==> src/rtl/com_window_cfg.sv <==
module com_window_cfg #(
  parameter logic [5:0] DEFAULT_SEL = 6'b001_100
) (
  input  logic        clk,
  input  logic        rst_n,
  input  logic        mcu_wr,
  input  logic [7:0]  mcu_wdata,
  output logic [7:0]  mcu_rdata,
  input  logic        key_seen,
  input  logic        save_req,
  input  logic [15:0] host_addr,
  output logic        host_cs,
  output logic [2:0]  host_ofs,
  input  logic        uart_irq,
  output logic [7:0]  irq_lines,
  output logic [15:0] pnp_io_base,
  output logic [3:0]  pnp_irq_num
);

  function automatic logic [15:0] base_of(input logic [2:0] c);
    base_of = 16'h02E0 | {7'd0, ~c[0], 3'd0, ~c[1], ~c[2], 3'd0};
  endfunction

  function automatic logic [3:0] irq_of(input logic [2:0] c);
    case (c)
      3'd0: irq_of = 4'd10;
      3'd1: irq_of = 4'd11;
      3'd2: irq_of = 4'd12;
      3'd3: irq_of = 4'd15;
      3'd4: irq_of = 4'd3;
      3'd5: irq_of = 4'd4;
      3'd6: irq_of = 4'd5;
      default: irq_of = 4'd7;
    endcase
  endfunction

  logic [5:0] sel_q;
  logic       en_q, save_q;
  logic       load;
  logic [15:0] cur_base;

  assign load = mcu_wr && mcu_wdata[7] && !key_seen;

  always_ff @(posedge clk) begin
    if (!rst_n) begin
      sel_q       <= DEFAULT_SEL;
      en_q        <= 1'b0;
      save_q      <= 1'b0;
      pnp_io_base <= base_of(DEFAULT_SEL[5:3]);
      pnp_irq_num <= irq_of(DEFAULT_SEL[2:0]);
    end else begin
      if (mcu_wr) sel_q <= mcu_wdata[5:0];
      if (key_seen) en_q <= 1'b0;
      else if (mcu_wr) en_q <= mcu_wdata[7];
      if (save_req) save_q <= 1'b1;
      else if (mcu_wr && !mcu_wdata[6]) save_q <= 1'b0;
      if (load) begin
        pnp_io_base <= base_of(mcu_wdata[5:3]);
        pnp_irq_num <= irq_of(mcu_wdata[2:0]);
      end
    end
  end

  assign mcu_rdata = {en_q, save_q, sel_q};
  assign cur_base  = base_of(sel_q[5:3]);
  assign host_cs   = en_q && (host_addr[15:3] == cur_base[15:3]);
  assign host_ofs  = host_cs ? host_addr[2:0] : 3'd0;
  assign irq_lines = (en_q && uart_irq) ? (8'd1 << sel_q[2:0]) : 8'd0;

  assert_irq_onehot_R5: assert property (@(posedge clk) disable iff (!rst_n)
    $onehot0(irq_lines));

  assert_cs_needs_enable_R4: assert property (@(posedge clk) disable iff (!rst_n)
    host_cs |-> mcu_rdata[7]);

  assert_key_revokes_R7: assert property (@(posedge clk) disable iff (!rst_n)
    key_seen |=> !mcu_rdata[7] && !host_cs);

  assert_save_sets_R8: assert property (@(posedge clk) disable iff (!rst_n)
    save_req |=> mcu_rdata[6]);

  assert_save_sticky_R8: assert property (@(posedge clk) disable iff (!rst_n)
    (mcu_rdata[6] && !(mcu_wr && !mcu_wdata[6])) |=> mcu_rdata[6]);

  assert_pnp_hold_R6: assert property (@(posedge clk) disable iff (!rst_n)
    !(mcu_wr && mcu_wdata[7]) |=> $stable(pnp_io_base) && $stable(pnp_irq_num));

endmodule

==> config.mk <==
export PLATFORM = sky130hd
export DESIGN_NAME = com_window_cfg
export DESIGN_NICKNAME = d
export VERILOG_FILES = /design/src/rtl/com_window_cfg.sv
export SDC_FILE = /design/constraint.sdc
export NUM_CORES = 1
export LEC_CHECK = 0
export BUFFER_PORTS_ARGS = -buffer_cell sky130_fd_sc_hd__clkbuf_2
export CAP_MARGIN = 20
export CORE_MARGIN = 5
export CORE_UTILIZATION = 41
export DETAILED_ROUTE_END_ITERATION = 16
export PLACE_DENSITY = 0.84
export SLEW_MARGIN = 30
export SYNTH_ARGS = -nofsm -noshare
export SYNTH_HDL_FRONTEND = slang
export SYNTH_SLANG_ARGS = --single-unit
==> constraint.sdc <==
create_clock -name clk -period 2.4 [get_ports clk]
set_input_delay 0.48 -clock clk [delete_from_list [all_inputs] [get_ports clk]]
set_output_delay 0.48 -clock clk [all_outputs]
set_load 0.005 [all_outputs]
==> impl_results.md <==
- CTS Buf Count: 3
- Wire length per cell: roughly 12 um
- Cell area after synthesis: approximately 870 um^2
- #FFs+latches synth: 15
- Worst path cell trace: nand3b_1 -> nor4_1 -> and3_1 -> clkbuf_2
- Synth top area cells: dfxtp_1 34%, buf_4 13%, mux2i_1 8.0%
- Initial DRC Count: 13
- Worst path required time: 1.92 ns
- Die ar.: 3150 um^2
- Final Hold Viols: 0
- Share of the synthesized area in the top cell type: 34.4%
- Post-CTS Resized: 0
- Diode count: 0
- Synth cell count leaders: 15 x buf_4, 15 x dfxtp_1, 11 x nand2_1
- Initial antenna violation count: 0
- Final GP Congestion: 0.683
- Part of the cycle the worst path needs: 87.1%
- Netlist cell types: 27
- Slowest cell on crit path: nor4_1
- Chip Height: around 56 um
- DPL Wire Length: 1820 um
- Final core utilization: a little under three fifths
- Crit Path Max Fanout: 5
- Core footprint: 2000 um^2
- Root Buffer: clkbuf_4
- Vias in the first global route: 799
- Total number of vias: around 850
- Critical Path End Type: output port
- Async S/R FF share, synth: 0%
- Crit start category: register
- Setup violations, final: 0
- Post-CTS Setup Inserts: 0
- Arrival time at the worst endpoint: ~1.6 ns
- Post-synth EDFFs: 0
- RSZ-0062 raised after global routing: no
- Fin crit period: approximately 2.1 ns
- Largest net degree at the start of global routing: 16
- Layout cell share with drive strength beyond 1: between 40% and 50%
- PwrDens: 449 nW/um^2
- Cts hold-fix bufs: 0
- Max stage delay on crit path: around 0.43 ns
- Final TNS setup: 0 ns
- IO Count: 70
- Main synth FF type: dfxtp_1
- Max_cap viols: 0
- Post-synth top area cell: dfxtp_1
- Detail Route Antenna Nets: 0
- Post-synthesis sequential area ratio: 34.4%
- Total Wirelength: 2150 um
- DRT Pass-1 Iters: 4
- Worst Path Buf+Inv: 1
- Syn Area/Cell: 8.73 um^2
- Number of nets in the layout: 184
- Clk slew on worst S/H paths: 0.08 ns
- Slew Limit Fails: 0
- Total track usage: 13.4%
- DRC: 0
- Area delta synth->final: 29.2%
- Leak: ~0.6 nW
- Port bufs: 56
- Clk_lat worst skew: 0.28 ns
- Crit path kind: reg -> out
- Post-synthesis instance total: 100
- CTS Buffer Depth: 2
- Worst vdd ir: 0.384 mV
- Cell family with most CP delay: simple AND/OR/NAND/NOR gates
- HP Class: in -> reg
- Grt ovf: 0
- Yosys warnings: 0
- First-pass GRT wire length: 3390 um
- CTS sink cnt: 15
- Row Count: 16
- Achievable Freq: 0.478 GHz
- Worst Skew: 0 ns
- Starting density of the core: 43.6%
- H-tree lvl count: 1
- Status: completed
- Vias/cell: 4.71
- Die Width: 56.2 um
- TritonCTS clock tree: done
[worst register-to-register path, delay by kind of cell (launching register included)]
family           cells  cell delay [ns]
AND/OR/NAND/NOR      1             0.20
multiplexers         1             0.09
flip-flops           1             0.40
[flip-flops by register name, indices dropped and copies added, names as in the netlist]
name	cells
pnp_io_base	3
sel_q	6
pnp_irq_num	4
en_q	1
save_q	1
[per-stage QoR]
step / instance area (um^2) / std cells / power (W) / hold WS [ns] / setup WS [ns]
global route: 1130 / 180 / 0.000540 / 0.392 / 0.221
finish: 1130 / 180 / 0.000507 / 0.393 / 0.309
detailed placement: 1100 / 176 / 0.000374 / 0.453 / 0.406
CTS: 1130 / 180 / 0.000513 / 0.381 / 0.328
floorplan: 915 / 111 / 0.000342 / 0.451 / 0.629
global placement: 1100 / 176 / 0.000370 / 0.444 / 0.452
[where the power goes]
group	leakage [nW]	switching [W]	internal, W
Combinational	0.475	0.0000453	0.0000491
Sequential	0.124	0.0000114	0.000262
Clock	0.0150	0.0000740	0.0000645
[layout make-up]
class	instances	area, um^2
clock buffer	4	26.3
timing repair buffer	56	280
sequential	15	300
fill	196	873
tap	27	33.8
multi-input combinational	78	488
[cells in the final DEF (no fill, tap or decap)]
| cell | synthesis | final |
|---|---|---|
| nor3_1 | 2 | 2 |
| nand2b_1 | 4 | 4 |
| conb_1 | 2 | 13 |
| o211a_1 | 2 | 2 |
| a21oi_1 | 2 | 2 |
| o211ai_1 | 3 | 3 |
| nand3_1 | 4 | 4 |
| or4_4 | 1 | 1 |
| clkbuf_4 | 0 | 3 |
| nor2b_1 | 5 | 5 |
| nand4b_4 | 1 | 1 |
| nor2_1 | 6 | 6 |
| and3_1 | 3 | 3 |
| nand3b_1 | 4 | 4 |
| nor4_1 | 1 | 1 |
| a21boi_1 | 1 | 1 |
| or3b_1 | 1 | 1 |
| nor2_4 | 1 | 1 |
| and3b_1 | 1 | 1 |
| nand2_1 | 11 | 11 |
| and2_1 | 1 | 1 |
| mux2i_1 | 7 | 7 |
| clkbuf_1 | 1 | 1 |
| clkbuf_2 | 0 | 56 |
| dfxtp_1 | 15 | 15 |
| nor3b_1 | 1 | 1 |
| xnor2_1 | 3 | 3 |
[final timing paths]
kind                    end  cells after the start  slack (ns)      startpoint
max             host_ofs[1]                      4        0.31            en_q
min                    en_q                      2        0.39        key_seen
max reg2reg            en_q                      2        1.63            en_q
min reg2reg  pnp_io_base[8]                      2        0.46  pnp_io_base[8]
[metal layers]
metal	up-vias	share of wire, %	wire (um)	global-route usage, %
li1	420	-	-	-
met2	37	55	1170	25.7
met1	386	34	740	12.6
met3	4	8.9	192	6.03
met5	-	0	0	0
met4	0	2.0	42	3.39
[logic make-up (layout without fill, tap and decap cells)]
family | count (synthesis) | after routing | share of synthesized area (%)
buf+inv | 18 | 60 | 14.5
flops | 15 | 15 | 34.4
simple gates | 47 | 47 | 32.4
mux | 7 | 7 | 8.02
compound gates | 8 | 8 | 6.88
xor+xnor | 3 | 3 | 3.01
other cells | 2 | 13 | 0.860
Power figures use the tool's default switching activity.
